===== src/rtl/dma_rb_pkg.sv =====
`timescale 1ns/1ps
package dma_rb_pkg;
  localparam int unsigned REG_STRIDE = 16;
  localparam int unsigned NUM_GLB    = 5;
  localparam int unsigned CH_WORDS   = 7;

  typedef enum logic [2:0] {
    G_CTRL0 = 3'd0, G_CTRL1 = 3'd1, G_CTRL2 = 3'd2, G_SELA = 3'd3, G_SELB = 3'd4
  } glb_word_e;

  typedef enum logic [2:0] {
    C_CUR = 3'd0, C_NEXT = 3'd1, C_CMD = 3'd2, C_BUF = 3'd3,
    C_SEM = 3'd4, C_DBG1 = 3'd5, C_DBG2 = 3'd6
  } ch_word_e;

  typedef struct packed {
    logic       glb;
    logic       chn;
    logic [3:0] ch;
    logic [2:0] word;
  } rb_sel_t;
endpackage


===== src/rtl/dma_rb_decode.sv =====
`timescale 1ns/1ps
module dma_rb_decode
  import dma_rb_pkg::*;
#(
  parameter int unsigned ADDR_W  = 12,
  parameter int unsigned NUM_CH  = 4,
  parameter int unsigned CH_BASE = 256
) (
  input  logic [ADDR_W-1:0] addr_i,
  output rb_sel_t           sel_o
);
  localparam int unsigned WI_W = ADDR_W - 4;
  localparam logic [WI_W-1:0] GLB_END = WI_W'(NUM_GLB);
  localparam logic [WI_W-1:0] CH_LO   = WI_W'(CH_BASE / REG_STRIDE);
  localparam logic [WI_W-1:0] CH_HI   = WI_W'(CH_BASE / REG_STRIDE + NUM_CH * CH_WORDS);
  localparam logic [WI_W-1:0] STEP    = WI_W'(CH_WORDS);

  logic [WI_W-1:0] wi, rel, quo, rem;
  logic            unused_bits;

  assign wi  = addr_i[ADDR_W-1:4];
  assign rel = wi - CH_LO;
  assign quo = rel / STEP;
  assign rem = rel % STEP;
  assign unused_bits = ^{addr_i[3:0], quo[WI_W-1:4], rem[WI_W-1:3]};

  always_comb begin
    sel_o = '0;
    if (wi < GLB_END) begin
      sel_o.glb  = 1'b1;
      sel_o.word = wi[2:0];
    end else if (wi >= CH_LO && wi < CH_HI) begin
      sel_o.chn  = 1'b1;
      sel_o.ch   = quo[3:0];
      sel_o.word = rem[2:0];
    end
  end
endmodule


===== src/rtl/dma_rb_chan.sv =====
`timescale 1ns/1ps
module dma_rb_chan
  import dma_rb_pkg::*;
(
  input  logic        clk_i,
  input  logic        rst_ni,
  input  logic        wr_i,
  input  logic [2:0]  word_i,
  input  logic [31:0] wdata_i,
  input  logic        dec_i,
  output logic [31:0] rdata_o,
  output logic        sem_wr_o,
  output logic        next_nz_o
);
  logic [31:0] cur_q, next_q, cmd_q, buf_q;
  logic [7:0]  cnt_q, cnt_d, inc, sum;

  assign sem_wr_o  = wr_i && word_i == C_SEM;
  assign next_nz_o = |next_q;
  assign inc       = sem_wr_o ? wdata_i[7:0] : 8'd0;
  assign sum       = cnt_q + inc;
  assign cnt_d     = !dec_i ? sum : (sum == 8'd0 ? 8'd0 : sum - 8'd1);

  always_ff @(posedge clk_i or negedge rst_ni) begin
    if (!rst_ni) begin
      cur_q  <= '0;
      next_q <= '0;
      cmd_q  <= '0;
      buf_q  <= '0;
      cnt_q  <= '0;
    end else begin
      cnt_q <= cnt_d;
      if (wr_i) begin
        case (word_i)
          C_CUR:   cur_q  <= wdata_i;
          C_NEXT:  next_q <= wdata_i;
          C_CMD:   cmd_q  <= wdata_i;
          C_BUF:   buf_q  <= wdata_i;
          default: ;
        endcase
      end
    end
  end

  always_comb begin
    case (word_i)
      C_CUR:   rdata_o = cur_q;
      C_NEXT:  rdata_o = next_q;
      C_CMD:   rdata_o = cmd_q;
      C_BUF:   rdata_o = buf_q;
      C_SEM:   rdata_o = {8'h00, cnt_q, 16'h0000};
      default: rdata_o = '0;
    endcase
  end

  p_dec_floor_r4: assert property (@(posedge clk_i) disable iff (!rst_ni)
    dec_i && !sem_wr_o && cnt_q == 8'd0 |=> cnt_q == 8'd0);
  p_dec_step_r4: assert property (@(posedge clk_i) disable iff (!rst_ni)
    dec_i && !sem_wr_o && cnt_q != 8'd0 |=> cnt_q == $past(cnt_q) - 8'd1);
  p_cnt_hold_r3: assert property (@(posedge clk_i) disable iff (!rst_ni)
    !sem_wr_o && !dec_i |=> $stable(cnt_q));
endmodule


===== src/rtl/dma_rb_glb.sv =====
`timescale 1ns/1ps
module dma_rb_glb
  import dma_rb_pkg::*;
#(
  parameter int unsigned NUM_CH = 4
) (
  input  logic              clk_i,
  input  logic              rst_ni,
  input  logic              wr_i,
  input  logic [2:0]        word_i,
  input  logic [31:0]       wdata_i,
  input  logic [NUM_CH-1:0] done_i,
  input  logic [NUM_CH-1:0] irq_req_i,
  input  logic [NUM_CH-1:0] next_nz_i,
  input  logic [NUM_CH-1:0] sem_wr_i,
  output logic [31:0]       rdata_o,
  output logic [NUM_CH-1:0] irq_o,
  output logic [NUM_CH-1:0] start_o
);
  localparam logic [31:0] RST_BIT  = 32'h8000_0000;
  localparam logic [31:0] GATE_BIT = 32'h4000_0000;

  logic [31:0]       ctrl0_q, ctrl2_q, sela_q, selb_q, ctrl1_rd;
  logic [NUM_CH-1:0] stat_q, stat_d, en_q, irq_q, irq_d, start_q, start_d;
  logic              c0_wr, c1_wr;

  assign c0_wr = wr_i && word_i == G_CTRL0;
  assign c1_wr = wr_i && word_i == G_CTRL1;

  assign stat_d  = (c1_wr ? wdata_i[NUM_CH-1:0] : stat_q) | done_i;
  assign irq_d   = (irq_q & stat_d) | (done_i & en_q & irq_req_i);
  assign start_d = (c1_wr ? (next_nz_i & ~wdata_i[NUM_CH-1:0]) : '0) | sem_wr_i;

  always_ff @(posedge clk_i or negedge rst_ni) begin
    if (!rst_ni) begin
      ctrl0_q <= '0;
      ctrl2_q <= '0;
      sela_q  <= '0;
      selb_q  <= '0;
      stat_q  <= '0;
      en_q    <= '0;
      irq_q   <= '0;
      start_q <= '0;
    end else begin
      stat_q  <= stat_d;
      irq_q   <= irq_d;
      start_q <= start_d;
      if (c1_wr) en_q <= wdata_i[16 +: NUM_CH];
      if (c0_wr) begin
        // soft-reset request also gates the clock
        if ((ctrl0_q ^ wdata_i) == RST_BIT && !ctrl0_q[31]) ctrl0_q <= wdata_i | GATE_BIT;
        else ctrl0_q <= wdata_i;
      end
      if (wr_i && word_i == G_CTRL2) ctrl2_q <= wdata_i;
      if (wr_i && word_i == G_SELA)  sela_q  <= wdata_i;
      if (wr_i && word_i == G_SELB)  selb_q  <= wdata_i;
    end
  end

  always_comb begin
    ctrl1_rd                 = '0;
    ctrl1_rd[NUM_CH-1:0]     = stat_q;
    ctrl1_rd[16 +: NUM_CH]   = en_q;
  end

  always_comb begin
    case (word_i)
      G_CTRL0: rdata_o = ctrl0_q;
      G_CTRL1: rdata_o = ctrl1_rd;
      G_CTRL2: rdata_o = ctrl2_q;
      G_SELA:  rdata_o = sela_q;
      G_SELB:  rdata_o = selb_q;
      default: rdata_o = '0;
    endcase
  end

  assign irq_o   = irq_q;
  assign start_o = start_q;

  p_done_sets_r5: assert property (@(posedge clk_i) disable iff (!rst_ni)
    !c1_wr |=> ($past(done_i) & ~stat_q) == '0);
  p_irq_in_stat_r6: assert property (@(posedge clk_i) disable iff (!rst_ni)
    (irq_q & ~stat_q) == '0);
  p_irq_cause_r6: assert property (@(posedge clk_i) disable iff (!rst_ni)
    1'b1 |=> (irq_q & ~$past(irq_q) & ~$past(done_i & en_q & irq_req_i)) == '0);
  p_sem_start_r9: assert property (@(posedge clk_i) disable iff (!rst_ni)
    1'b1 |=> ($past(sem_wr_i) & ~start_q) == '0);
  p_start_cause_r8: assert property (@(posedge clk_i) disable iff (!rst_ni)
    start_q != '0 |-> $past(c1_wr) || $past(sem_wr_i) != '0);
  p_gate_bit_r7: assert property (@(posedge clk_i) disable iff (!rst_ni)
    c0_wr && !ctrl0_q[31] && wdata_i == (ctrl0_q | RST_BIT) |=> ctrl0_q[30] && ctrl0_q[31]);
endmodule


===== src/rtl/dma_regbank.sv =====
`timescale 1ns/1ps
module dma_regbank
  import dma_rb_pkg::*;
#(
  parameter int unsigned NUM_CH  = 4,
  parameter int unsigned CH_BASE = 256,
  parameter int unsigned ADDR_W  = 12
) (
  input  logic              clk_i,
  input  logic              rst_ni,
  input  logic              reg_we_i,
  input  logic [ADDR_W-1:0] reg_addr_i,
  input  logic [31:0]       reg_wdata_i,
  output logic [31:0]       reg_rdata_o,
  input  logic [NUM_CH-1:0] ch_done_i,
  input  logic [NUM_CH-1:0] ch_irq_req_i,
  input  logic [NUM_CH-1:0] ch_sem_dec_i,
  output logic [NUM_CH-1:0] ch_irq_o,
  output logic [NUM_CH-1:0] ch_start_o
);
  rb_sel_t           sel;
  logic [31:0]       glb_rdata, ch_rdata_sel;
  logic [31:0]       ch_rdata [NUM_CH];
  logic [NUM_CH-1:0] sem_wr, next_nz;

  dma_rb_decode #(.ADDR_W(ADDR_W), .NUM_CH(NUM_CH), .CH_BASE(CH_BASE)) u_dec (
    .addr_i (reg_addr_i),
    .sel_o  (sel)
  );

  for (genvar i = 0; i < NUM_CH; i++) begin : g_ch
    dma_rb_chan u_ch (
      .clk_i     (clk_i),
      .rst_ni    (rst_ni),
      .wr_i      (reg_we_i && sel.chn && sel.ch == 4'(i)),
      .word_i    (sel.word),
      .wdata_i   (reg_wdata_i),
      .dec_i     (ch_sem_dec_i[i]),
      .rdata_o   (ch_rdata[i]),
      .sem_wr_o  (sem_wr[i]),
      .next_nz_o (next_nz[i])
    );
  end

  dma_rb_glb #(.NUM_CH(NUM_CH)) u_glb (
    .clk_i     (clk_i),
    .rst_ni    (rst_ni),
    .wr_i      (reg_we_i && sel.glb),
    .word_i    (sel.word),
    .wdata_i   (reg_wdata_i),
    .done_i    (ch_done_i),
    .irq_req_i (ch_irq_req_i),
    .next_nz_i (next_nz),
    .sem_wr_i  (sem_wr),
    .rdata_o   (glb_rdata),
    .irq_o     (ch_irq_o),
    .start_o   (ch_start_o)
  );

  always_comb begin
    ch_rdata_sel = '0;
    for (int i = 0; i < NUM_CH; i++) begin
      if (sel.ch == 4'(i)) ch_rdata_sel = ch_rdata[i];
    end
  end

  assign reg_rdata_o = sel.glb ? glb_rdata : (sel.chn ? ch_rdata_sel : '0);

  p_unmapped_zero_r10: assert property (@(posedge clk_i) disable iff (!rst_ni)
    !sel.glb && !sel.chn |-> reg_rdata_o == '0);
  p_unmapped_nostart_r10: assert property (@(posedge clk_i) disable iff (!rst_ni)
    reg_we_i && !sel.glb && !sel.chn && ch_sem_dec_i == '0 |=> ch_start_o == '0);
endmodule


===== config.mk =====
export PLATFORM = sky130hd
export DESIGN_NAME = dma_regbank
export DESIGN_NICKNAME = d
export VERILOG_FILES = /design/src/rtl/dma_rb_pkg.sv /design/src/rtl/dma_rb_decode.sv /design/src/rtl/dma_rb_chan.sv /design/src/rtl/dma_rb_glb.sv /design/src/rtl/dma_regbank.sv
export SDC_FILE = /design/constraint.sdc
export NUM_CORES = 1
export LEC_CHECK = 0
export BUFFER_PORTS_ARGS = -buffer_cell sky130_fd_sc_hd__buf_4
export CAP_MARGIN = 40
export CORE_MARGIN = 2
export CORE_UTILIZATION = 57
export DETAILED_ROUTE_END_ITERATION = 8
export PLACE_DENSITY = 0.88
export SYNTH_ARGS = -nofsm -noshare
export SYNTH_HDL_FRONTEND = slang
export SYNTH_SLANG_ARGS = --single-unit

===== constraint.sdc =====
create_clock -name clk_i -period 5.45 [get_ports clk_i]
set_input_delay 0.2725 -clock clk_i [delete_from_list [all_inputs] [get_ports clk_i]]
set_output_delay 0.2725 -clock clk_i [all_outputs]
set_load 0.01 [all_outputs]

==> results.sh, run 1 <==
export IMPL_pin_count=99
export IMPL_yosysWarnings=0
export IMPL_cts_buffer_depth=3
export IMPL_synth_edff_count=0
export IMPL_avgSynthCellArea_um2=11.6
export IMPL_dp_slack_ps=-1170
export IMPL_port_buffers=94
export IMPL_muxShareOfSynthArea=0.235
export IMPL_antenna_found_initial=34
export IMPL_grt_overflow=8
export IMPL_cts_root_buf="clkbuf_16"
export IMPL_grt_max_degree=154
export IMPL_gp_congestion=1.01
export IMPL_async_flop_share=1.00
export IMPL_synth_simple_gate_area_frac=0.0806
export IMPL_synth_top_cell_area_share=0.481
export IMPL_track_usage=0.787
export IMPL_yosysTopAreaCell="dfrtp_1"
export IMPL_rows=91
export IMPL_start_util=0.578
export IMPL_ys_seq_area_frac=0.481
export IMPL_ys_ff_latch=688
export IMPL_synth_nets=3187
export IMPL_yosysMostFrequentCell="dfrtp_1"
export IMPL_firstError="[ERROR GRT-0232] Routing congestion too high. Check the congestion heatmap in the GUI."
export IMPL_clkSinkCount=688
export IMPL_synthCells=3081
export IMPL_grt_worst_endpoint="g_ch[0].u_ch.cnt_q[5]$_DFF_PN0_/D"
export IMPL_yosys_area_share_adder=0.0173
export IMPL_die_x_um=255
export IMPL_htree_num_levels=3
export IMPL_numCtsBuffers=74
export IMPL_status="did not finish"
export IMPL_stop_stage="global routing"
export IMPL_syn_area_um2=35800
export IMPL_synth_compound_area_share=0.129
export IMPL_synth_ff_type="dfrtp_1"
export IMPL_hpwl_mm=80.4
export IMPL_synthTopCellsByCount="688 x dfrtp_1, 603 x mux2_2, 180 x nand2_1, 147 x a21oi_1, 137 x clkbuf_1"
export IMPL_synthTopCellsByArea="dfrtp_1 48%, mux2_2 19%, mux2i_1 2.7%"
export IMPL_die_h_um=255
export IMPL_worstEpCategory="register data pin"
export IMPL_synth_xor_area_frac=0.0166
export IMPL_synth_top_family_by_area="multiplexers"
export IMPL_synth_cell_types=98
==> stage by stage <==
| stage | hold slack (ps) | TNS [ps] | area (um^2) | util | cells |
|---|---|---|---|---|---|
| after global placement | 415 | -184020 | 40300 | 0.651 | 4115 |
| after floorplan | -23.1 | -30670 | 36100 | - | 3081 |
| after CTS | 34.9 | -4980 | 45300 | 0.732 | 4370 |
| after detailed placement | 417 | -282930 | 40300 | 0.651 | 4116 |
==> layer usage <==
metal / GRT usage / GRT overflow
met1: 0.755 / 3
met2: 0.880 / 2
met3: 0.752 / 0
met4: 0.752 / 3
met5: 0.644 / 0
==> cell families after synthesis <==
kind of cell,Yosys count
adders and majority gates,47
muxes,757
xor gates and xnor gates,67
buffers and inverters,313
AOI/OAI and AO/OA,655
DFF,688
and+or+nand+nor,554
==> timing repair <==
action / CTS
pin swaps: 79
gates resized for setup: 275
endpoints found under the hold margin: 132
hold buffers: 13
buffers inserted: 96
setup endpoints to repair: 64
gates cloned: 13
==> inputs of run 2 (changes only) <==
--- a/config.mk
+++ b/config.mk
@@ -8,9 +8,9 @@
 export BUFFER_PORTS_ARGS = -buffer_cell sky130_fd_sc_hd__buf_4
 export CAP_MARGIN = 40
 export CORE_MARGIN = 2
-export CORE_UTILIZATION = 57
+export CORE_UTILIZATION = 40
 export DETAILED_ROUTE_END_ITERATION = 8
-export PLACE_DENSITY = 0.88
+export PLACE_DENSITY_LB_ADDON = 0.15
 export SYNTH_ARGS = -nofsm -noshare
 export SYNTH_HDL_FRONTEND = slang
 export SYNTH_SLANG_ARGS = --single-unit
==> constraint.sdc (replaced) <==
create_clock -name clk_i -period 7.1 [get_ports clk_i]
set_input_delay 0.355 -clock clk_i [delete_from_list [all_inputs] [get_ports clk_i]]
set_output_delay 0.355 -clock clk_i [all_outputs]
set_load 0.01 [all_outputs]
==> run 2 against run 1 <==
- the flow now finishes without violations
- synthesized cell count is the same
- synthesized area is the same
==> results.sh, run 2 <==
export IMPL_synthTopCellsByCount="688 x dfrtp_1, 603 x mux2_2, 180 x nand2_1, 147 x a21oi_1, 137 x clkbuf_1"
export IMPL_cp_max_fo=35
export IMPL_die_h_um=303
export IMPL_wl_per_cell_um=29.5
export IMPL_synth_cell_types=98
export IMPL_drc=0
export IMPL_drv_cap=0
export IMPL_critical_path_max_stage_delay_ps=520
export IMPL_min_period_over_period=0.970
export IMPL_hold_path_class="primary input to register"
export IMPL_clk_latency_ps=670
export IMPL_async_flop_share=1.00
export IMPL_nets=3261
export IMPL_clkSinkCount=688
export IMPL_synth_top_cell_area_share=0.481
export IMPL_grt_max_degree=180
export IMPL_firstDrtPassIters=7
export IMPL_grt_pass1_wl_mm=190
export IMPL_hpwl_mm=82.8
export IMPL_drv_slew=0
export IMPL_dieArea_um2=91900
export IMPL_end_kind="primary output"
export IMPL_antenna_found_initial=1
export IMPL_cts_buffer_depth=3
export IMPL_ys_seq_area_frac=0.481
export IMPL_synthCells=3081
export IMPL_n_fill_cell=7972
export IMPL_grt_overflow=0
export IMPL_final_common_cell="dfrtp_1"
export IMPL_start_util=0.404
export IMPL_status="completed"
export IMPL_fmax_ghz=0.145
export IMPL_vias=27100
export IMPL_place_area_um2=38400
export IMPL_yosysWarnings=0
export IMPL_yosysMostFrequentCell="dfrtp_1"
export IMPL_core_um2=88500
export IMPL_avgSynthCellArea_um2=11.6
export IMPL_final_area_um2=41400
export IMPL_path_common_cell="buf_4"
export IMPL_clk_pin_slew_ps=60
export IMPL_yosysTopAreaCell="dfrtp_1"
export IMPL_max_slew_margin_rel=0.282
export IMPL_cts_root_buf="clkbuf_16"
export IMPL_regToRegSetupSlack_ps=4170
export IMPL_ys_ff_latch=688
export IMPL_setup_viol=0
export IMPL_dp_cells=4216
export IMPL_cp_start_kind="primary input"
export IMPL_synth_edff_count=0
export IMPL_final_cell_count_no_fill=4382
export IMPL_slowest_stage="o41ai_1"
export IMPL_ant_nets=0
export IMPL_rows=109
export IMPL_die_x_um=303
export IMPL_synth_nets=3187
export IMPL_irDropWorstVdd_mv=0.179
export IMPL_numCtsBuffers=79
export IMPL_finalPower_mw=11.4
export IMPL_area_delta_synth_final_pct=15.6
export IMPL_tns_ps=0
export IMPL_arrival_ps=6540
export IMPL_utilization=0.467
export IMPL_cts_tree="built"
export IMPL_tightest_slew_ps=1080
export IMPL_synth_ff_type="dfrtp_1"
export IMPL_gp_congestion=0.913
export IMPL_fin_crit_ps=6890
export IMPL_leakage_nw=19.9
export IMPL_pin_count=99
export IMPL_htree_num_levels=3
export IMPL_layout_common_cells="688 x dfrtp_1, 602 x mux2_2, 213 x buf_4"
export IMPL_track_usage=0.282
export IMPL_p_per_area_nw_per_um2=275
export IMPL_via_per_inst=6.19
export IMPL_dr_first_iter_drc_count=2552
export IMPL_drt_wl_total_mm=129
export IMPL_cp_required_ps=6740
export IMPL_skew_ps=37.7
export IMPL_port_buffers=94
export IMPL_critPathKind="primary input to primary output"
export IMPL_finalHoldViolCount=0
export IMPL_first_global_vias=27100
export IMPL_drive_gt1_frac=0.338
export IMPL_syn_area_um2=35800
export IMPL_synthTopCellsByArea="dfrtp_1 48%, mux2_2 19%, mux2i_1 2.7%"
## run 2: cell counts after synthesis
No cell type changed its count.
## run 2: cell type report
cell class	instances	area, um^2	share of cell area
multi-input cells	2080	17500	0.422
clock buffers	117	2310	0.0559
clock inverters	24	335	0.00811
diodes	2	5.00	0.000121
flip-flops and latches	688	17200	0.416
inverters	41	154	0.00372
repair buffers	265	2400	0.0582
well taps	1165	1460	0.0353
## run 2: logic make-up (layout without fill, tap and decap cells)
logic type,Yosys count,in the layout,share of synthesized area
adders and majority gates,47,47,0.0173
DFF,688,688,0.481
AOI/OAI and AO/OA,655,655,0.129
muxes,757,757,0.235
other,0,2,0
xor gates and xnor gates,67,67,0.0166
buffers and inverters,313,447,0.0406
and+or+nand+nor,554,554,0.0806
## run 2: metal layers
layer | vias to the layer above | share of wire | track usage
li1 | 11500 | - | -
met1 | 14200 | 0.44 | 0.404
met4 | 0 | 0.037 | 0.101
met3 | 271 | 0.073 | 0.0454
met2 | 1133 | 0.45 | 0.432
met5 | - | 0 | 0
## run 2: power breakdown
part	switching (mW)	total (mW)	internal, mW
Clock	1.73	4.21	2.48
Combinational	1.66	2.59	0.938
Sequential	0.297	4.57	4.27
Total	3.69	11.4	7.69
## run 2: stage by stage
step	worst slack [ps]	hold slack, ps
after floorplan	19.7	59.4
after global placement	-69.2	446
after detailed placement	-321	443
after CTS	3.60	77.6
after global routing	-19.6	121
final	210	114
## run 2: what timing repair did
action                                  CTS  global route
endpoints found under the setup margin   13            61
pin swaps                                 1             8
resized for setup                         2            26
hold buffers                             13             0
hold endpoints to repair                100             0
buffers inserted                          1             8
## run 2: final timing paths
path                                       start                     end  cells past startpoint
hold / removal                   reg_wdata_i[24]       u_glb.ctrl0_q[24]                      3
max in group asynchronous                 rst_ni   g_ch[1].u_ch.buf_q[5]                      3
min in group asynchronous                 rst_ni  g_ch[0].u_ch.buf_q[26]                      2
hold reg to reg            g_ch[2].u_ch.buf_q[2]   g_ch[2].u_ch.buf_q[2]                      2
setup reg to reg           g_ch[0].u_ch.cnt_q[0]   g_ch[0].u_ch.cnt_q[5]                     15
setup / recovery                   reg_addr_i[8]          reg_rdata_o[6]                     29
## run 2: critical path: cells and delay by family
family,cells,cell delay (ps)
adders and majority gates,3,750
buffers and inverters,9,1760
and+or+nand+nor,8,1230
AOI/OAI and AO/OA,9,2380
Note: power is estimated with default switching activity, not from simulation.
